--- src/rtl/clock_repl_pkg.sv ---
package clock_repl_pkg;
  typedef enum logic {ST_IDLE, ST_SWEEP} sweepState_t;

  typedef struct packed {
    logic examine;  // look at the frame under the hand this cycle
    logic claim;    // that frame is taken as the victim
  } sweepCmd_t;
endpackage

--- src/rtl/clock_frame_bits.sv ---
module clock_frame_bits
  import clock_repl_pkg::*;
#(
  parameter int NUM_FRAMES = 8,
  parameter int CHANCES = 2,
  parameter int IDXW = 3
) (
  input  logic            clk,
  input  logic            rstN,
  input  logic            refValid,
  input  logic [IDXW-1:0] refFrame,
  input  logic            refWrite,
  input  logic            wbDone,
  input  logic [IDXW-1:0] wbFrame,
  input  sweepCmd_t       cmd,
  input  logic [IDXW-1:0] hand,
  output logic            evictOk,
  output logic            dirtyNow
);
  localparam int CW = (CHANCES > 1) ? $clog2(CHANCES) : 1;
  localparam logic [CW-1:0] LAST_CHANCE = CW'(CHANCES - 1);

  logic [NUM_FRAMES-1:0] useBits;
  logic [NUM_FRAMES-1:0] modBits;
  logic [CW-1:0]         cntBits [NUM_FRAMES];

  assign evictOk  = !useBits[hand] && (cntBits[hand] == LAST_CHANCE);
  assign dirtyNow = modBits[hand] || (refValid && refWrite && (refFrame == hand));

  for (genvar g = 0; g < NUM_FRAMES; g++) begin : gFrame
    logic refHit;
    logic atHand;
    assign refHit = refValid && (refFrame == IDXW'(g));
    assign atHand = cmd.examine && (hand == IDXW'(g));

    always_ff @(posedge clk) begin
      if (!rstN) begin
        useBits[g] <= 1'b0;
        modBits[g] <= 1'b0;
        cntBits[g] <= '0;
      end else begin
        if (refHit)
          useBits[g] <= 1'b1;
        else if (atHand && useBits[g])
          useBits[g] <= 1'b0;

        if (refHit && refWrite)
          modBits[g] <= 1'b1;
        else if (wbDone && (wbFrame == IDXW'(g)))
          modBits[g] <= 1'b0;

        if (refHit)
          cntBits[g] <= '0;
        else if (atHand) begin
          if (useBits[g] || cmd.claim)
            cntBits[g] <= '0;
          else
            cntBits[g] <= cntBits[g] + 1'b1;
        end
      end
    end
  end

  AST_REF_SETS_USE: assert property (@(posedge clk) disable iff (!rstN)
    refValid |=> useBits[$past(refFrame)]);

  AST_WRITE_SETS_MOD: assert property (@(posedge clk) disable iff (!rstN)
    (refValid && refWrite) |=> modBits[$past(refFrame)]);

  AST_WB_CLEARS_MOD: assert property (@(posedge clk) disable iff (!rstN)
    (wbDone && !(refValid && refWrite && refFrame == wbFrame)) |=> !modBits[$past(wbFrame)]);

  AST_SWEEP_CLEARS_USE: assert property (@(posedge clk) disable iff (!rstN)
    (cmd.examine && useBits[hand] && !(refValid && refFrame == hand)) |=> !useBits[$past(hand)]);

  AST_REF_BEATS_SWEEP: assert property (@(posedge clk) disable iff (!rstN)
    (cmd.examine && refValid && refFrame == hand) |=> useBits[$past(hand)]);
endmodule

--- src/rtl/clock_hand_ctrl.sv ---
module clock_hand_ctrl
  import clock_repl_pkg::*;
#(
  parameter int NUM_FRAMES = 8,
  parameter int IDXW = 3
) (
  input  logic            clk,
  input  logic            rstN,
  input  logic            faultReq,
  input  logic            evictOk,
  input  logic            dirtyNow,
  output sweepCmd_t       cmd,
  output logic [IDXW-1:0] hand,
  output logic            busy,
  output logic            done,
  output logic [IDXW-1:0] victimFrame,
  output logic            victimDirty
);
  localparam logic [IDXW-1:0] LAST_FRAME = IDXW'(NUM_FRAMES - 1);

  sweepState_t state;
  logic [IDXW-1:0] handNext;

  assign busy        = (state == ST_SWEEP);
  assign cmd.examine = busy;
  assign cmd.claim   = busy && evictOk;
  assign handNext    = (hand == LAST_FRAME) ? '0 : hand + 1'b1;

  always_ff @(posedge clk) begin
    if (!rstN) begin
      state       <= ST_IDLE;
      hand        <= '0;
      done        <= 1'b0;
      victimFrame <= '0;
      victimDirty <= 1'b0;
    end else begin
      done <= 1'b0;
      unique case (state)
        ST_IDLE: if (faultReq) state <= ST_SWEEP;
        ST_SWEEP: begin
          hand <= handNext;
          if (evictOk) begin
            done        <= 1'b1;
            victimFrame <= hand;
            victimDirty <= dirtyNow;
            state       <= ST_IDLE;
          end
        end
        default: state <= ST_IDLE;
      endcase
    end
  end

  AST_DONE_PULSE: assert property (@(posedge clk) disable iff (!rstN)
    done |=> !done);

  AST_DONE_ENDS_SWEEP: assert property (@(posedge clk) disable iff (!rstN)
    done |-> (!busy && $past(busy)));

  AST_HAND_IDLE_STABLE: assert property (@(posedge clk) disable iff (!rstN)
    !$past(busy) |-> $stable(hand));

  AST_HAND_STEP: assert property (@(posedge clk) disable iff (!rstN)
    $past(busy) |-> (hand == (($past(hand) == LAST_FRAME) ? '0 : $past(hand) + 1'b1)));
endmodule

--- src/rtl/clock_replacer.sv ---
module clock_replacer
  import clock_repl_pkg::*;
#(
  parameter int NUM_FRAMES = 8,
  parameter int CHANCES = 2
) (
  input  logic                          clk,
  input  logic                          rstN,
  input  logic                          refValid,
  input  logic [$clog2(NUM_FRAMES)-1:0] refFrame,
  input  logic                          refWrite,
  input  logic                          wbDone,
  input  logic [$clog2(NUM_FRAMES)-1:0] wbFrame,
  input  logic                          faultReq,
  output logic                          busy,
  output logic                          done,
  output logic [$clog2(NUM_FRAMES)-1:0] victimFrame,
  output logic                          victimDirty,
  output logic [$clog2(NUM_FRAMES)-1:0] hand
);
  localparam int IDXW = $clog2(NUM_FRAMES);

  sweepCmd_t cmd;
  logic evictOk;
  logic dirtyNow;

  clock_hand_ctrl #(.NUM_FRAMES(NUM_FRAMES), .IDXW(IDXW)) uCtrl (
    .clk(clk), .rstN(rstN), .faultReq(faultReq), .evictOk(evictOk),
    .dirtyNow(dirtyNow), .cmd(cmd), .hand(hand), .busy(busy), .done(done),
    .victimFrame(victimFrame), .victimDirty(victimDirty)
  );

  clock_frame_bits #(.NUM_FRAMES(NUM_FRAMES), .CHANCES(CHANCES), .IDXW(IDXW)) uBits (
    .clk(clk), .rstN(rstN), .refValid(refValid), .refFrame(refFrame),
    .refWrite(refWrite), .wbDone(wbDone), .wbFrame(wbFrame), .cmd(cmd),
    .hand(hand), .evictOk(evictOk), .dirtyNow(dirtyNow)
  );

  initial assert (NUM_FRAMES >= 2 && CHANCES >= 1);
endmodule

--- config.mk ---
export PLATFORM = sky130hd
export DESIGN_NAME = clock_replacer
export DESIGN_NICKNAME = d
export VERILOG_FILES = /design/src/rtl/clock_repl_pkg.sv /design/src/rtl/clock_frame_bits.sv /design/src/rtl/clock_hand_ctrl.sv /design/src/rtl/clock_replacer.sv
export SDC_FILE = /design/constraint.sdc
export NUM_CORES = 1
export LEC_CHECK = 0
export BUFFER_PORTS_ARGS = -buffer_cell sky130_fd_sc_hd__buf_2
export CAP_MARGIN = 20
export CORE_UTILIZATION = 60
export DETAILED_ROUTE_END_ITERATION = 12
export PLACE_DENSITY = 0.81
export SETUP_SLACK_MARGIN = 0.1
export SLEW_MARGIN = 10
export SYNTH_ARGS = -nofsm -noshare
export SYNTH_HDL_FRONTEND = slang
export SYNTH_SLANG_ARGS = --single-unit
--- constraint.sdc ---
create_clock -name clk -period 3.96 [get_ports clk]
set_input_delay 0.198 -clock clk [delete_from_list [all_inputs] [get_ports clk]]
set_output_delay 0.198 -clock clk [all_outputs]
set_load 0.01 [all_outputs]
==> Word level (Yosys, flattened, before mapping) <==
Memories as Yosys holds them, arrays and structs flattened. A register that Yosys moved wholly into a read port is not among the register bits.
Index checks and enable logic that the tools add are counted.
{ "totals": {"out_inout_bits": 9, "mem_count": 1, "ff_bits": 25, "mem_bits_rw": 8, "elab_cells": 326} }
{ "memory_table": {"columns": ["memory", "words", "word_bits", "rd", "rd_ports_with_merged_regs", "write_ports", "line_no", "text"], "rows": [
  ["uBits.cntBits", 8, 1, 9, 1, 8, "clock_frame_bits.sv:25", "logic [CW-1:0] cntBits [NUM_FRAMES];"]
]} }
{ "op_classes": {"n_lt_le_gt_ge": 1, "bitwise_logic": 25, "n_addsub": 9, "n_eq_ne": 22, "reduce_logical": 75, "muxes": 172} }
{ "op_table": {"columns": ["operator", "n"], "rows": [
  ["1-bit two-way mux", 166],
  ["1-bit logical AND", 44],
  ["3-bit equality test (second input constant)", 12],
  ["2-bit nonzero test", 16],
  ["1-bit bitwise OR", 24],
  ["3-bit by 2-bit equality test with 1-bit output (second input constant)", 6],
  ["3-bit by 1-bit equality test with 1-bit output (second input constant)", 3],
  ["3-bit zero test", 3],
  ["1-bit logical OR", 9],
  ["3-bit two-way mux", 3],
  ["1-bit adder (second input constant)", 8],
  ["1-bit binary-select mux with 3-bit select", 2],
  ["3-bit by 4-bit < comparator with 1-bit output (second input constant)", 1],
  ["2-bit AND reduction", 2],
  ["3-bit by 1-bit adder with 3-bit output (second input constant)", 1],
  ["3-bit equality test", 1],
  ["1-bit case mux with 2 select lines", 1],
  ["1-bit zero test", 1],
  ["1-bit NOT", 1]
]} }

==> Logic depth before layout (Yosys ltp) <==
Gate-level depths: netlist of run 1.
{ "logic_depth": {"ltp_word": 13, "depth_mapped": 7, "mapped_depth_nobuf": 6} }

==> Hierarchy <==
Synthesis of run 1 repeated with hierarchy kept, for this count alone.
{ "hier_totals": {"hier_cells": 193, "hier_area_um2": 1794.2} }
{ "by_module_without_submodules": {"columns": ["module", "instances", "cells_per_inst", "seq_area_each_um2", "area_per_inst_um2"], "rows": [
  ["clock_frame_bits", 1, 154, 550.5, 1396.3],
  ["clock_hand_ctrl", 1, 39, 180.2, 397.9]
]} }

==> Worst setup path after synthesis of run 1 <==
OpenSTA, ideal clock, no wires.
{ "synth_path": {"path_kind": "register to register", "from": "reg uCtrl.hand[0]", "to": "mem uBits.cntBits[0] in the netlist's numbering, data pin", "n_path_buf": 2, "path_stages_with_launch": 7, "arrival_ns": 1.643, "setup_slack_ns": 2.047, "required_ns": 3.690, "cell_sequence": "dfxtp_1 -> buf_2 -> mux4_2 -> nand2_1 -> and4_4 -> buf_6 -> nor3_1"} }
{ "synth_rtl": {"columns": ["item", "line_no", "text"], "rows": [
  ["start: declaration", "clock_hand_ctrl.sv:13", "output logic [IDXW-1:0] hand,"],
  ["start signal: assignment", "clock_hand_ctrl.sv:41", "hand <= handNext;"],
  ["end: declaration", "clock_frame_bits.sv:25", null]
]} }

==> results.sh, run 1 <==
export IMPL_status="finished, final reports clean"
export IMPL_ys_seq_area_share_pct=44.6
export IMPL_fp_dieW_um=56.4
export IMPL_start_util_pct=63.7
export IMPL_yosysUniqueCellTypes=36
export IMPL_slew_headroom_pct=52.1
export IMPL_startpoint_type="flop"
export IMPL_p_total_uw=686
export IMPL_post_route_util_pct=68.7
export IMPL_slowest_delay_ns=0.68
export IMPL_synth_cells=188
export IMPL_antenna_found_initial=0
export IMPL_drc=0
export IMPL_grt_ovfl_total=0
export IMPL_drt_total_wl_um=3980
export IMPL_period_minus_slack_ns=2.06
export IMPL_crit_type="reg2reg"
export IMPL_p_clk_share_pct=26.7
export IMPL_ios=21
export IMPL_crit_arrival_ns=2.13
export IMPL_port_buffers=20
export IMPL_ant_nets=0
export IMPL_grt_pass1_vias=1431
export IMPL_avgSynthCellArea_um2=9.43
export IMPL_htreeDepth=2
export IMPL_place_gp_congestion=0.886
export IMPL_cts_setup_buffers=0
export IMPL_switchingPower_uw=192
export IMPL_grt_usage_pct=28.0
export IMPL_ir_drop_mv=0.258
export IMPL_hold_buffers=0
export IMPL_crit_slowest_cell="dfxtp_1"
export IMPL_via_count=1503
export IMPL_post_route_period_util_pct=52.0
export IMPL_comb_power_share_pct=13.1
export IMPL_path_delay_family="flip-flops"
export IMPL_required_ns=4.03
export IMPL_num_antenna_cells=0
export IMPL_viasPerCell=6.37
export IMPL_syn_to_final_growth_pct=7.83
export IMPL_final_cells=236
export IMPL_drive_gt1_share_pct=16.1
export IMPL_syn_area_um2=1770
export IMPL_cts_resized=0
export IMPL_setup_viol=0
export IMPL_critPathMaxFanout=12
export IMPL_cts_num_sinks=36
export IMPL_power_density_nw_per_um2=359
export IMPL_p_seq_share_pct=60.2
export IMPL_core_area_um2=2780
export IMPL_nNetsFinal=223
export IMPL_worstSetupEndpointType="flop"
export IMPL_fin_skew_ns=0.00842
export IMPL_ys_ff_latch=36
export IMPL_dpl_hpwl_um=2980
export IMPL_tightest_slew_ns=0.714
export IMPL_grt_max_degree=27
export IMPL_most_common_layout_cells="dfxtp_1, nor2_1, nand2_1"
export IMPL_hold_path_class="in2reg"
export IMPL_dp_cells=229
export IMPL_cts_clk_slew_worst_paths_ns=0.10
export IMPL_rsz0062_at_grt="no"
export IMPL_stdcell_area_um2=1910
export IMPL_p_int_uw=495
export IMPL_swShare_pct=27.9
export IMPL_routedWlPerCell_um=16.9
export IMPL_hold_viol_final=0
export IMPL_dpl_cell_area_um2=1870
export IMPL_dr_pass1_iters=4
export IMPL_cellLeakagePower_nw=0.732
export IMPL_final_common_cell="dfxtp_1"
export IMPL_fin_setup_tns_ns=0
export IMPL_first_iter_violations=107
export IMPL_num_rows=19
export IMPL_root_buffer="clkbuf_4"
export IMPL_path_buf_inv=0
export IMPL_dieHeight_um=56.4
export IMPL_die_area_um2=3180
export IMPL_cts_made_buffers=5
export IMPL_clk_insertion_delay_late_ns=0.34
export IMPL_grt_pass1_wl_um=6710
export IMPL_maxCapViolations=0
export IMPL_fmax_ghz=0.485
export IMPL_drv_slew=0
export IMPL_clockBufferDepth=2
export IMPL_worstPathCellList="mux4_2, nand2_1, and4_4, nor3_1"
export IMPL_syn_num_nets=206
export IMPL_cts_tree="done"
export IMPL_yosysWarnings=0
registers in the layout, indices dropped and copies added (netlist names), named ones only:
register / cells
uBits.cntBits: 8
uCtrl.victimFrame: 3
uCtrl.victimDirty: 1
uCtrl.busy: 1
uBits.modBits: 8
uCtrl.hand: 3
uBits.useBits: 8
uCtrl.done: 1
per-layer routing:
metal  vias up  track usage [%]  share of wire, %
li1        710                -                 -
met1       695             35.5                40
met2        80             44.7                49
met3        18             7.83               7.9
met4         0             12.5               3.3
met5         -                0                 0
per-stage QoR:
stage	hold slack, ns	setup slack (ns)
after floorplan	0.360	2.05
after global placement	0.442	2.00
after detailed placement	0.455	1.91
after CTS	0.103	1.90
after global routing	0.152	1.78
final	0.110	1.90
cell usage after synthesis:
| cell type | instances | area share (%) |
|---|---|---|
| o22ai_1 | 1 | 0.35 |
| nor2_1 | 26 | 5.5 |
| nand3_1 | 6 | 1.7 |
| and2_1 | 1 | 0.35 |
| buf_6 | 1 | 0.64 |
| buf_2 | 1 | 0.28 |
| xor2_1 | 3 | 1.5 |
| a22oi_1 | 7 | 3.0 |
| nand4_1 | 2 | 0.71 |
| and4_4 | 1 | 0.64 |
| clkbuf_1 | 8 | 1.7 |
| edfxtp_1 | 7 | 12 |
| o21ai_0 | 1 | 0.28 |
| nand4b_1 | 1 | 0.49 |
| dfxtp_1 | 29 | 33 |
| o21a_1 | 1 | 0.42 |
| clkinv_1 | 1 | 0.21 |
| ha_1 | 6 | 4.2 |
| o21ai_1 | 1 | 0.28 |
| a21oi_1 | 9 | 2.5 |
| o211ai_1 | 4 | 1.7 |
| inv_1 | 3 | 0.64 |
| nor2b_1 | 4 | 1.4 |
| nand3b_1 | 4 | 1.7 |
| nor3_1 | 11 | 3.1 |
| nor3b_1 | 1 | 0.42 |
| nand2_1 | 23 | 4.9 |
| or4_1 | 7 | 3.0 |
| mux4_1 | 2 | 3.0 |
| mux4_2 | 4 | 5.1 |
| mux2_2 | 2 | 1.3 |
| mux2i_1 | 4 | 2.3 |
| nand2b_1 | 3 | 1.1 |
| nor4_1 | 1 | 0.35 |
| a211oi_1 | 1 | 0.42 |
| o31ai_1 | 1 | 0.42 |
path summary, 6_finish.rpt:
path                                           start                   end  slack (ns)  depth (start not counted)
worst min register to register  uCtrl.victimFrame[2]  uCtrl.victimFrame[2]        0.47                          2
worst min-delay path                        faultReq            uCtrl.busy        0.11                          3
worst max register to register         uCtrl.hand[0]      uBits.cntBits[3]        1.90                          4
worst max-delay path                   uCtrl.hand[0]      uBits.cntBits[3]        1.90                          4
tightest hold or removal path: cells and delay by family:
kind,cells,cell delay (ns)
simple gates,2,0.12
buf+inv,1,0.09
layout make-up:
class / instances / area, um^2
Clock buffer: 6 / 41.3
Clock inverter: 1 / 5.00
Fill cell: 229 / 870
Inverter: 4 / 15.0
Multi-Input combinational cell: 138 / 921
Sequential cell: 36 / 791
Tap cell: 31 / 38.8
Timing Repair Buffer: 20 / 100
logic make-up (layout without fill, tap and decap cells):
| kind of cell | Yosys count | count (layout) | share of synthesized area [%] |
|---|---|---|---|
| AO/OA/AOI/OAI | 26 | 26 | 9.39 |
| multiplexers | 12 | 12 | 11.6 |
| adder cells (fa/ha/maj) | 6 | 6 | 4.23 |
| AND/OR/NAND/NOR | 91 | 91 | 25.3 |
| XOR/XNOR | 3 | 3 | 1.48 |
| flip-flops | 36 | 36 | 44.6 |
| buffers and inverters | 14 | 31 | 3.46 |
power groups by stage:
stage	clock network, mW	registers (mW)	logic, mW
floorplan	0	0.408	0.0710
global placement	0	0.419	0.0854
detailed placement	0	0.421	0.0883
CTS	0.183	0.413	0.0887
global route	0.199	0.415	0.0992
finish	0.184	0.413	0.0896
Power figures use the tool's default switching activity.
==> run 2, diff against run 1 <==
Settings changed: CORE_UTILIZATION 60 to 51, PLACE_DENSITY 0.81 to 0.73.
Clock period 3.96 ns to 1.75 ns, I/O delays scaled along.
==> run 2 against run 1 <==
  * Global-route usage increased by 0.58 points
  * Register-to-register slack lost 1.9 ns
  * Clock skew fell by 0.0020 ns
  * Sequential power rose by 130%
  * Combinational power grew to 3.3 times the previous value
  * Sequential share of layout area shrank 5.5 points
  * Highest routed layer unchanged
  * Cell count is 15% higher
  * Non-clock buffer count rose by 19
  * Largest power group unchanged
  * Utilization fell by 2.1 points
  * Worst hold slack worse by 0.039 ns
  * Via count up 8.9%
  * Clock-buffer cell count unchanged
==> results.sh, run 2 (synthesized netlist as in run 1, its figures left out) <==
export IMPL_maxCapViolations=0
export IMPL_viasPerCell=6.02
export IMPL_crit_arrival_ns=1.93
export IMPL_fin_skew_ns=0.00641
export IMPL_antenna_found_initial=0
export IMPL_cts_clk_slew_worst_paths_ns=0.11
export IMPL_critPathMaxFanout=6
export IMPL_cellLeakagePower_nw=0.848
export IMPL_path_delay_family="multiplexers"
export IMPL_worstSetupEndpointType="flop"
export IMPL_cts_made_buffers=5
export IMPL_required_ns=1.94
export IMPL_nFillCells=262
export IMPL_cts_num_sinks=36
export IMPL_hold_viol_final=0
export IMPL_syn_to_final_growth_pct=25.5
export IMPL_num_antenna_cells=0
export IMPL_startpoint_type="flop"
export IMPL_via_count=1637
export IMPL_most_common_layout_cells="nor2_1, dfxtp_1, nand2_1"
export IMPL_dpl_hpwl_um=3300
export IMPL_cts_tree="done"
export IMPL_place_gp_congestion=0.885
export IMPL_htreeDepth=2
export IMPL_rsz0062_at_grt="yes"
export IMPL_slew_headroom_pct=60.1
export IMPL_largestRegisters="uBits.cntBits (8), uBits.modBits (8), uBits.useBits (8)"
export IMPL_final_common_cell="nor2_1"
export IMPL_die_area_um2=3720
export IMPL_grt_usage_pct=28.6
export IMPL_hold_path_class="in2reg"
export IMPL_grt_max_degree=27
export IMPL_drive_gt1_share_pct=36.3
export IMPL_ios=21
export IMPL_multiInputGateArea_um2=1040
export IMPL_routedWlPerCell_um=18.9
export IMPL_num_rows=21
export IMPL_root_buffer="clkbuf_4"
export IMPL_worstPathCellList="mux4_2, mux2_4, and4_4, nor3_2"
export IMPL_tightest_slew_ns=0.594
export IMPL_drv_slew=0
export IMPL_worst_slack_ns=0.0105
export IMPL_regArea_um2=798
export IMPL_power_density_nw_per_um2=767
export IMPL_start_util_pct=53.1
export IMPL_ant_nets=0
export IMPL_setup_viol=0
export IMPL_drt_total_wl_um=5130
export IMPL_path_buf_inv=0
export IMPL_fmax_ghz=0.575
export IMPL_grt_ovfl_total=0
export IMPL_crit_type="reg2reg"
export IMPL_grt_pass1_vias=1522
export IMPL_post_route_period_util_pct=99.4
export IMPL_status="finished, final reports clean"
export IMPL_crit_slowest_cell="mux4_2"
export IMPL_fin_setup_tns_ns=0
export IMPL_dieHeight_um=61.0
export IMPL_period_minus_slack_ns=1.74
export IMPL_slowest_delay_ns=0.49
export IMPL_place_ws_ns=-0.0626
export IMPL_drc=0
export IMPL_clockBufferDepth=2
export IMPL_clk_insertion_delay_late_ns=0.35
export IMPL_ir_drop_mv=0.617
export IMPL_core_area_um2=3340
export IMPL_first_iter_violations=167
export IMPL_port_buffers=20
export IMPL_nNetsFinal=243
export IMPL_dr_pass1_iters=5
export IMPL_hold_slack_ns=0.0712
export IMPL_grt_pass1_wl_um=7450
export IMPL_fp_dieW_um=61.0
==> run 2: cell types whose count changed in the layout (fill, tap and decap cells not counted), sizes merged <==
cell / previous run / this run
and4: 1 / 2
buf: 20 / 38
clkinv: 2 / 3
dlygate4sd3: 0 / 1
==> run 2: worst min-delay path, stage by stage <==
cell     delay (ns)
buf_2          0.16
nand2_1        0.08
a21oi_1        0.05
==> run 2: metal layers <==
metal	GRT usage, %	vias up	share of wire, %
li1	-	757	-
met5	0	-	0
met1	38.2	761	39
met3	8.96	22	9.0
met4	10.4	0	3.3
met2	43.8	97	49
==> run 2: worst paths after layout <==
path	cells after the start	startpoint	slack [ns]	end
setup / recovery	4	uBits.cntBits[3]	0.01	uBits.cntBits[7]
hold / removal	3	refWrite	0.07	uBits.modBits[4]
setup reg to reg	4	uBits.cntBits[3]	0.01	uBits.cntBits[7]
hold reg to reg	2	uCtrl.victimFrame[0]	0.46	uCtrl.victimFrame[0]
==> run 2: power by group <==
part	total (mW)	switching, mW	internal, mW	leakage, nW
clock	0.474	0.283	0.191	0.0380
combinational	0.299	0.163	0.136	0.499
sequential	0.933	0.0488	0.884	0.311
total	1.71	0.495	1.21	0.848
==> run 2: stage by stage <==
step / std cells / instance area (um^2) / power [mW] / util (%)
2_1_floorplan: 188 / 1780 / 1.09 / -
3_3_place_gp: 251 / 1940 / 1.16 / 58.1
3_5_place_dp: 251 / 1940 / 1.17 / 58.1
4_1_cts: 270 / 2180 / 1.68 / 65.2
5_1_grt: 272 / 2220 / 1.77 / 66.7
6_report: 272 / 2220 / 1.71 / 66.7
==> run 2: repair_timing <==
| action | 4_1_cts | 5_1_grt |
|---|---|---|
| hold buffers | 1 | 0 |
| pin swaps | 8 | 4 |
| setup endpoints to repair | 12 | 13 |
| buffers inserted | 9 | 2 |
| resized for setup | 23 | 8 |
| gates cloned | 1 | 0 |
| hold endpoints to repair | 1 | 0 |
==> run 2: cell type report <==
type                       count  share of cell area, %
multi-input combinational    139                   46.8
sequential                    36                   35.9
timing repair buffer          39                   11.2
tap                           46                   2.59
clock buffer                   6                   2.31
inverter                       4                  0.787
clock inverter                 2                  0.450
==> run 3, diff against run 2 <==
Settings changed: CORE_UTILIZATION 51 to 55, PLACE_DENSITY 0.73 to 0.75.
Clock period 1.75 ns to 1.8 ns, I/O delays scaled along.
==> run 3 against run 2 <==
  * Routed wire length shrank 8.3%
  * Largest cell class unchanged
  * Worst hold slack lost 0.0011 ns
  * Sequential cell count is the same
  * Clock-buffer cell count is the same
  * Worst setup slack gained 0.049 ns
  * Largest power group unchanged
  * Sequential share of layout area grew 0.30 points
  * Clock power grew 20%
==> results.sh, run 3 (synthesized netlist as in run 1, its figures left out) <==
export IMPL_status="finished, final reports clean"
export IMPL_htreeDepth=2
export IMPL_antenna_found_initial=0
export IMPL_start_util_pct=58.1
export IMPL_num_rows=20
export IMPL_dieHeight_um=58.8
export IMPL_routedWlPerCell_um=17.6
export IMPL_grt_ovfl_total=0
export IMPL_clk_insertion_delay_late_ns=0.35
export IMPL_syn_to_final_growth_pct=24.6
export IMPL_slew_headroom_pct=60.8
export IMPL_power_density_nw_per_um2=797
export IMPL_fp_dieW_um=58.8
export IMPL_drt_total_wl_um=4700
export IMPL_grt_pass1_wl_um=6960
export IMPL_period_minus_slack_ns=1.74
export IMPL_hold_viol_final=0
export IMPL_place_gp_congestion=0.853
export IMPL_crit_arrival_ns=1.94
export IMPL_grt_max_degree=27
export IMPL_via_count=1613
export IMPL_hold_path_class="in2reg"
export IMPL_cellLeakagePower_nw=0.853
export IMPL_hold_slack_ns=0.0701
export IMPL_clockBufferDepth=2
export IMPL_required_ns=2.00
export IMPL_root_buffer="clkbuf_4"
export IMPL_worstSetupEndpointType="flop"
export IMPL_cts_num_sinks=36
export IMPL_rr_worst_depth=4
export IMPL_first_iter_violations=125
export IMPL_port_buffers=20
export IMPL_drv_slew=0
export IMPL_fmax_ghz=0.575
export IMPL_num_antenna_cells=0
export IMPL_grt_pass1_vias=1503
export IMPL_setup_viol=0
export IMPL_dpl_hpwl_um=2990
export IMPL_maxCapViolations=0
export IMPL_core_area_um2=3050
export IMPL_post_route_period_util_pct=96.7
export IMPL_rsz0062_at_grt="yes"
export IMPL_fin_skew_ns=0.00994
export IMPL_ios=21
export IMPL_drc=0
export IMPL_cts_made_buffers=5
export IMPL_tightest_slew_ns=0.583
export IMPL_largestRegisters="uBits.cntBits (8), uBits.modBits (8), uBits.useBits (8)"
export IMPL_critPathMaxFanout=6
export IMPL_hold_depth=3
export IMPL_crit_type="reg2reg"
export IMPL_drive_gt1_share_pct=34.1
export IMPL_ir_drop_mv=0.603
export IMPL_die_area_um2=3450
export IMPL_viasPerCell=6.04
export IMPL_ant_nets=0
export IMPL_fin_setup_tns_ns=0
export IMPL_cts_tree="done"
export IMPL_cts_clk_slew_worst_paths_ns=0.11
export IMPL_most_common_layout_cells="nor2_1, dfxtp_1, nand2_1"
export IMPL_startpoint_type="flop"
export IMPL_nNetsFinal=240
export IMPL_dr_pass1_iters=4
export IMPL_grt_usage_pct=28.1
run 3: report_power, final:
| group | switching, mW | internal, mW | leakage [nW] | total, mW |
|---|---|---|---|---|
| Sequential | 0.0301 | 0.858 | 0.311 | 0.888 |
| Combinational | 0.168 | 0.137 | 0.500 | 0.305 |
| Clock | 0.277 | 0.291 | 0.0422 | 0.568 |
| Total | 0.476 | 1.29 | 0.853 | 1.76 |
run 3: area by class of cell:
cell class	instances	area, um^2
Fill cell	241	843
Tap cell	44	55.1
Sequential cell	36	800
Multi-Input combinational cell	139	1020
Clock inverter	2	35.0
Timing Repair Buffer	36	235
Inverter	4	20.0
Clock buffer	6	41.3
run 3: final timing paths:
path                        startpoint                    to  slack [ns]
hold reg to reg   uCtrl.victimFrame[0]  uCtrl.victimFrame[0]        0.46
hold / removal                refWrite      uBits.modBits[4]        0.07
setup / recovery      uBits.cntBits[1]      uBits.cntBits[6]        0.06
setup reg to reg      uBits.cntBits[1]      uBits.cntBits[6]        0.06
run 3: metal layers:
metal	up-vias	GRT usage, %	share of wire, %
met5	-	0	0
met4	0	13.9	2.5
met3	13	8.57	7.6
met2	84	46.6	50
met1	768	33.0	40
li1	748	-	-
run 3: through the flow:
stage	setup slack (ns)	area, um^2	power (mW)	std cells	util, %
final	0.0600	2210	1.76	267	72.4
after floorplan	0.0529	1780	1.06	188	-
after detailed placement	0.0404	1910	1.14	246	62.7
after global routing	0.00368	2210	1.83	267	72.4
after global placement	0.0934	1910	1.13	246	62.7
after CTS	0.0882	2090	1.72	261	68.4
run 3: critical path: stages (launching register included):
cell      delay, ns
edfxtp_1       0.43
mux4_2         0.48
mux2_4         0.29
and4_4         0.24
nor3_2         0.15
run 3: what timing repair did:
action,CTS,global route
cloned,1,0
buffers inserted,5,6
endpoints found under the setup margin,11,11
hold buffers,1,0
gates resized for setup,12,18
pin swaps,2,4
endpoints found under the hold margin,1,0
